## src/rtl/bcs_pkg.sv

```systemverilog
package bcs_pkg;
  localparam int LOW_W  = 3;   // widest wrap window (8 beats)
  localparam int BLEN_W = 4;
  localparam int CLX2_W = 3;
  localparam int SEL_W  = 2;

  localparam logic [SEL_W-1:0] SEL_MAIN = 2'b00;
  localparam logic [SEL_W-1:0] SEL_EXT  = 2'b01;

  typedef enum logic {ORD_SEQ = 1'b0, ORD_ILV = 1'b1} wrap_ord_e;

  // burst-length code -> wrap mask; zero marks a reserved code
  function automatic logic [LOW_W-1:0] bl_code_mask(input logic [2:0] code);
    case (code)
      3'b001:  return 3'b001;
      3'b010:  return 3'b011;
      3'b011:  return 3'b111;
      default: return 3'b000;
    endcase
  endfunction

  // latency code -> half-cycle count; zero marks a reserved code
  function automatic logic [CLX2_W-1:0] cl_code_x2(input logic [2:0] code);
    case (code)
      3'b010:  return 3'd4;
      3'b110:  return 3'd5;
      default: return 3'd0;
    endcase
  endfunction
endpackage

```

## src/rtl/bcs_mode_reg.sv

```systemverilog
module bcs_mode_reg
  import bcs_pkg::*;
#(
  parameter int MR_W = 13
) (
  input  logic                clk,
  input  logic                rst,
  input  logic                mr_wr,
  input  logic [SEL_W-1:0]    mr_sel,
  input  logic [MR_W-1:0]     mr_data,
  output logic [LOW_W-1:0]    cfg_mask,
  output wrap_ord_e           cfg_ord,
  output logic [BLEN_W-1:0]   burst_len,
  output logic [CLX2_W-1:0]   cas_lat_x2,
  output logic                mr_err
);
  localparam int RSV_LO = 7;

  logic [LOW_W-1:0]  new_mask;
  logic [CLX2_W-1:0] new_clx2;
  logic              rsv_clear;
  logic              main_wr, ext_wr, accept;
  logic              dll_off_q, drv_half_q;

  assign new_mask  = bl_code_mask(mr_data[2:0]);
  assign new_clx2  = cl_code_x2(mr_data[6:4]);
  assign rsv_clear = (mr_data[MR_W-1:RSV_LO] == '0);
  assign main_wr   = mr_wr && (mr_sel == SEL_MAIN);
  assign ext_wr    = mr_wr && (mr_sel == SEL_EXT);
  assign accept    = main_wr && (new_mask != '0) && (new_clx2 != '0) && rsv_clear;

  always_ff @(posedge clk) begin
    if (rst) begin
      cfg_mask   <= 3'b001;
      cfg_ord    <= ORD_SEQ;
      burst_len  <= BLEN_W'(2);
      cas_lat_x2 <= 3'd4;
      mr_err     <= 1'b0;
      dll_off_q  <= 1'b0;
      drv_half_q <= 1'b0;
    end else begin
      if (accept) begin
        cfg_mask   <= new_mask;
        cfg_ord    <= wrap_ord_e'(mr_data[3]);
        burst_len  <= BLEN_W'({1'b0, new_mask}) + BLEN_W'(1);
        cas_lat_x2 <= new_clx2;
        mr_err     <= 1'b0;
      end else if (main_wr) begin
        mr_err     <= 1'b1;
      end
      if (ext_wr) begin
        dll_off_q  <= mr_data[0];
        drv_half_q <= mr_data[1];
      end
    end
  end

  AST_BL_LEGAL: assert property (@(posedge clk) disable iff (rst)
    (burst_len == 4'd2) || (burst_len == 4'd4) || (burst_len == 4'd8));

  AST_CL_LEGAL: assert property (@(posedge clk) disable iff (rst)
    (cas_lat_x2 == 3'd4) || (cas_lat_x2 == 3'd5));

  AST_REJECT_HOLDS: assert property (@(posedge clk) disable iff (rst)
    (main_wr && !accept) |=> ($stable(burst_len) && $stable(cas_lat_x2) && mr_err));

  AST_EXT_LATCH: assert property (@(posedge clk) disable iff (rst)
    ext_wr |=> (dll_off_q == $past(mr_data[0]) && drv_half_q == $past(mr_data[1])
                && $stable(burst_len) && $stable(cas_lat_x2)));
endmodule

```

## src/rtl/bcs_addr_gen.sv

```systemverilog
module bcs_addr_gen
  import bcs_pkg::*;
#(
  parameter int COL_W = 10
) (
  input  logic [COL_W-1:0] base_col,
  input  logic [LOW_W-1:0] beat_idx,
  input  logic [LOW_W-1:0] wrap_mask,
  input  wrap_ord_e        wrap_ord,
  output logic [COL_W-1:0] beat_col
);
  logic [LOW_W-1:0] seq_low, ilv_low, mix_low;

  assign seq_low = base_col[LOW_W-1:0] + beat_idx;
  assign ilv_low = base_col[LOW_W-1:0] ^ beat_idx;
  assign mix_low = (wrap_ord == ORD_ILV) ? ilv_low : seq_low;

  for (genvar b = 0; b < LOW_W; b++) begin : g_low
    assign beat_col[b] = wrap_mask[b] ? mix_low[b] : base_col[b];
  end

  if (COL_W > LOW_W) begin : g_high
    assign beat_col[COL_W-1:LOW_W] = base_col[COL_W-1:LOW_W];
  end
endmodule

```

## src/rtl/bcs_beat_ctrl.sv

```systemverilog
module bcs_beat_ctrl
  import bcs_pkg::*;
#(
  parameter int COL_W = 10
) (
  input  logic             clk,
  input  logic             rst,
  input  logic             acc_start,
  input  logic [COL_W-1:0] acc_col,
  input  logic             beat_adv,
  input  logic [LOW_W-1:0] cfg_mask,
  input  wrap_ord_e        cfg_ord,
  output logic [COL_W-1:0] col_out,
  output logic             col_valid,
  output logic             last_beat
);
  logic [COL_W-1:0] base_q, nx_base, gen_col;
  logic [LOW_W-1:0] beat_q, nx_beat, mask_q, nx_mask;
  wrap_ord_e        ord_q, nx_ord;
  logic             load, finish;

  always_comb begin
    nx_base = base_q;
    nx_beat = beat_q;
    nx_mask = mask_q;
    nx_ord  = ord_q;
    load    = 1'b0;
    finish  = 1'b0;
    if (acc_start) begin
      nx_base = acc_col;
      nx_beat = '0;
      nx_mask = cfg_mask;
      nx_ord  = cfg_ord;
      load    = 1'b1;
    end else if (col_valid && beat_adv) begin
      if (last_beat) begin
        finish  = 1'b1;
      end else begin
        nx_beat = beat_q + LOW_W'(1);
        load    = 1'b1;
      end
    end
  end

  bcs_addr_gen #(.COL_W(COL_W)) u_gen (
    .base_col  (nx_base),
    .beat_idx  (nx_beat),
    .wrap_mask (nx_mask),
    .wrap_ord  (nx_ord),
    .beat_col  (gen_col)
  );

  always_ff @(posedge clk) begin
    if (rst) begin
      base_q    <= '0;
      beat_q    <= '0;
      mask_q    <= 3'b001;
      ord_q     <= ORD_SEQ;
      col_out   <= '0;
      col_valid <= 1'b0;
      last_beat <= 1'b0;
    end else begin
      base_q <= nx_base;
      beat_q <= nx_beat;
      mask_q <= nx_mask;
      ord_q  <= nx_ord;
      if (load) begin
        col_out   <= gen_col;
        col_valid <= 1'b1;
        last_beat <= (nx_beat == nx_mask);
      end else if (finish) begin
        col_valid <= 1'b0;
        last_beat <= 1'b0;
      end
    end
  end

  AST_START_LOADS: assert property (@(posedge clk) disable iff (rst)
    acc_start |=> (col_valid && col_out == $past(acc_col)));

  AST_LAST_NEEDS_VALID: assert property (@(posedge clk) disable iff (rst)
    last_beat |-> col_valid);

  AST_LAST_THEN_IDLE: assert property (@(posedge clk) disable iff (rst)
    (last_beat && beat_adv && !acc_start) |=> !col_valid);

  AST_IDLE_STAYS: assert property (@(posedge clk) disable iff (rst)
    (!col_valid && !acc_start) |=> !col_valid);

  AST_UPPER_FIXED: assert property (@(posedge clk) disable iff (rst)
    (col_valid && !acc_start) |=>
      (col_out[COL_W-1:LOW_W] == $past(col_out[COL_W-1:LOW_W])));
endmodule

```

## src/rtl/burst_col_seq.sv

```systemverilog
module burst_col_seq
  import bcs_pkg::*;
#(
  parameter int COL_W = 10,
  parameter int MR_W  = 13
) (
  input  logic              clk,
  input  logic              rst,
  input  logic              mr_wr,
  input  logic [1:0]        mr_sel,
  input  logic [MR_W-1:0]   mr_data,
  input  logic              acc_start,
  input  logic [COL_W-1:0]  acc_col,
  input  logic              beat_adv,
  output logic [COL_W-1:0]  col_out,
  output logic              col_valid,
  output logic              last_beat,
  output logic [3:0]        burst_len,
  output logic [2:0]        cas_lat_x2,
  output logic              mr_err
);
  logic [LOW_W-1:0] cfg_mask;
  wrap_ord_e        cfg_ord;

  bcs_mode_reg #(.MR_W(MR_W)) u_mode (
    .clk        (clk),
    .rst        (rst),
    .mr_wr      (mr_wr),
    .mr_sel     (mr_sel),
    .mr_data    (mr_data),
    .cfg_mask   (cfg_mask),
    .cfg_ord    (cfg_ord),
    .burst_len  (burst_len),
    .cas_lat_x2 (cas_lat_x2),
    .mr_err     (mr_err)
  );

  bcs_beat_ctrl #(.COL_W(COL_W)) u_beat (
    .clk       (clk),
    .rst       (rst),
    .acc_start (acc_start),
    .acc_col   (acc_col),
    .beat_adv  (beat_adv),
    .cfg_mask  (cfg_mask),
    .cfg_ord   (cfg_ord),
    .col_out   (col_out),
    .col_valid (col_valid),
    .last_beat (last_beat)
  );
endmodule

```

## config.mk

```make
export PLATFORM = sky130hd
export DESIGN_NAME = burst_col_seq
export DESIGN_NICKNAME = d
export VERILOG_FILES = /design/src/rtl/bcs_pkg.sv /design/src/rtl/bcs_mode_reg.sv /design/src/rtl/bcs_addr_gen.sv /design/src/rtl/bcs_beat_ctrl.sv /design/src/rtl/burst_col_seq.sv
export SDC_FILE = /design/constraint.sdc
export NUM_CORES = 1
export LEC_CHECK = 0
export ABC_AREA = 1
export BUFFER_PORTS_ARGS = -buffer_cell sky130_fd_sc_hd__buf_2
export CAP_MARGIN = 5
export CORE_ASPECT_RATIO = 1.1
export CORE_UTILIZATION = 40
export DETAILED_ROUTE_END_ITERATION = 8
export HOLD_SLACK_MARGIN = 0.12
export PLACE_DENSITY = 0.69
export SLEW_MARGIN = 20
export SYNTH_ARGS = -nofsm -noshare
export SYNTH_HDL_FRONTEND = slang
export SYNTH_HIERARCHICAL = 1
export SYNTH_SLANG_ARGS = --single-unit
```

## constraint.sdc

```tcl
create_clock -name clk -period 2.5 [get_ports clk]
set_clock_uncertainty 0.1 [all_clocks]
set_input_delay 0 -clock clk [delete_from_list [all_inputs] [get_ports clk]]
set_output_delay 0 -clock clk [all_outputs]
set_load 0.005 [all_outputs]
```

==> summary.txt <==
initial core utilization -> 0.4204
multi-input logic area -> 928.4 µm²
setup bufs post-CTS -> 0
CTS tree -> yes
DP Wirelength -> 2787 µm
gr usage total -> 0.1838
Max clock buf depth -> 2
Pins Over Slew Limit -> 0
syn_nets -> 320
power per cell area -> 472.9 mW/mm²
CTS HTree Levels -> 2
synth unique cells -> 29
Worst VDD drop -> 295.2 µV
Storage cell area -> 800.8 µm²
site row count -> 26
Synth Instances -> 286
clock slew seen by the registers of the worst setup and hold paths -> 0.07 ns
vias in the first global route -> 1842
core area -> 0.004717 mm²
Syn-to-layout area delta -> 41.01%
status -> completed
crit path kind -> in -> reg
die footprint -> 0.005244 mm²
setup TNS -> 0 ns
Filler cells -> 431
Period Utilization, post-route -> 0.9421
Static Leakage -> 1.428 nW
Max-Cap Viols -> 0
min Tclk post-route -> 2.355 ns
final worst slack -> 0.1448 ns
crit path max-delay cell type -> dlygate4sd3_1
gr ovfl total -> 0
most frequent cells in the layout -> 80 x nand2_1, 51 x dlygate4sd3_1, 48 x buf_2, 43 x nor2_1, 40 x dfxtp_1
startpoint types -> input pin
post-synth top area share -> 0.4038
setup violators final -> 0
largest net degree at the start of global routing -> 21
pre-CTS WS -> 0.4311 ns
DRC Markers -> 0
worst path cell trace -> dlygate4sd3_1 -> buf_2 -> nor2_1 -> nand2_1 -> nor2_4 -> dlygate4sd3_1 -> nand3_4 -> nand3_1 -> nand2_1 -> dlygate4sd3_1
fin nets -> 412
root buffer cell -> clkbuf_8
fin util -> 0.5928
CTS Sinks -> 40
num ports -> 50
Iter 0 DRT Violations -> 80
DR vias -> 1983
global-route wire length before repair -> 7638 µm
initial antenna violation count -> 0
antenna viol nets, final -> 0
vias per cell -> 4.569
drt pass-1 iters -> 4
chip height -> 75.85 µm
crit-path most repeated cell -> dlygate4sd3_1
CP max FO -> 8
Worst EP required -> 2.58 ns
commonest non-fill, non-tap cell in the layout -> nand2_1
Diodes inserted -> 0
layout cell share with drive strength beyond 1 -> 0.2169
crit end category -> flip-flop
Die X -> 69.14 µm
Yosys top cell by area -> dfxtp_1
hold crit path type -> in -> reg
cell area after synthesis -> 0.001983 mm²
worst skew pair latency -> 0.30 ns
synth warn -> 6
Critical Path AT -> 2.44 ns
Max Freq -> 424.6 MHz
sequential fraction of the synthesis area -> 0.4038
IO Port Bufs -> 48
synth top area cells -> dfxtp_1 40%, nand2_1 15%, nor2_1 8.1%
synthesized area per cell -> 6.934 µm²
final hold vios -> 0
Hold WS -> 0.1426 ns
Num CTS Buffers -> 5
FF+latch count, synth -> 40
crit-path max cell delay -> 0.63 ns
final WL -> 4685 µm
GP Congestion -> 0.7593
RSZ-0062 raised after global routing -> no
wire length per cell -> 10.79 µm
## cell usage after synthesis
master,count
nor3_1,3
nand3_1,8
clkbuf_1,1
nand3_4,1
inv_2,9
ha_1,3
buf_2,3
nand4_1,5
nand3_2,5
nor2_1,43
nand2_1,80
inv_1,32
clkinv_1,1
conb_1,1
nand2_2,3
dfxtp_1,40
mux2_2,1
o21ai_1,10
a21oi_1,12
buf_4,9
fa_1,1
o21ai_0,4
and2_0,1
o21bai_1,2
a21oi_2,1
buf_1,1
buf_6,1
nand2_4,2
nor2_4,3
## final timing paths
kind                                                  startpoint                                to  slack, ns  depth (start not counted)
worst max-delay path                                 mr_data[11]   u_mode/cfg_mask[2]$_SDFFE_PP0P_       0.14                         10
worst min register to register  u_mode/burst_len[0]$_SDFFE_PP0P_  u_mode/burst_len[0]$_SDFFE_PP0P_       0.33                          2
worst min-delay path                                   mr_sel[0]  u_mode/burst_len[1]$_SDFFE_PP1P_       0.14                          7
worst max register to register       u_beat/beat_q[0]$_SDFF_PP0_    u_beat/col_out[2]$_SDFFE_PP0P_       0.41                         13
## cell type report
type / count / area share
multi-input combinational: 189 / 0.3320
sequential: 40 / 0.2864
tap: 56 / 0.02506
clock inverter: 2 / 0.004474
clock buffer: 5 / 0.02461
inverter: 42 / 0.05638
timing repair buffer: 100 / 0.2711
## stage by stage
step	instance area (µm²)	power, mW	instances
finish	2796	1.322	434
global route	2796	1.394	434
CTS	2801	1.327	435
detailed placement	2200	0.8712	376
global placement	2200	0.8688	376
floorplan	1983	0.8221	286
## cell families after synthesis
kind of cell / synth area share
flip-flops: 0.4038
multiplexers: 0.005678
AND/OR/NAND/NOR: 0.3514
other: 0.001891
adder cells (fa/ha/maj): 0.02902
buffers and inverters: 0.1306
AO/OA/AOI/OAI: 0.07760
## sequential cells by signal, summed over array words and instances, names as in the netlist
register and count:
u_mode/mr_err 1, u_mode/cfg_ord 1, u_mode/cas_lat_x2 2, u_beat/last_beat 1
u_beat/ord_q 1, u_mode/burst_len 4, u_beat/col_valid 1, u_mode/cfg_mask 3
u_beat/base_q 10, u_beat/col_out 10, u_beat/beat_q 3, u_beat/mask_q 3
## routing by layer
layer,part of all wire,routed length (µm),up-vias,GRT usage
li1,-,-,1052,-
met1,0.43,2019,874,0.2058
met2,0.51,2410,48,0.3376
met3,0.036,171,9,0.04101
met4,0.018,83,0,0.08844
met5,0,0,-,0
## what timing repair did
item | in CTS | in global routing
setup endpoints to repair | 0 | 1
hold buffers | 52 | 0
hold endpoints to repair | 34 | 0
resized for setup | 0 | 1
## critical path: cells and delay by family
family | cells | cell delay, ns
AND/OR/NAND/NOR | 6 | 0.58
buffers and inverters | 4 | 1.86
## where the power goes
part,switching (mW),leakage (nW),internal [mW]
clock,0.222,0.0400,0.189
combinational,0.120,1.06,0.114
sequential,0.0129,0.328,0.665
total,0.355,1.43,0.967
No activity file was read; power rests on OpenSTA's default activity.
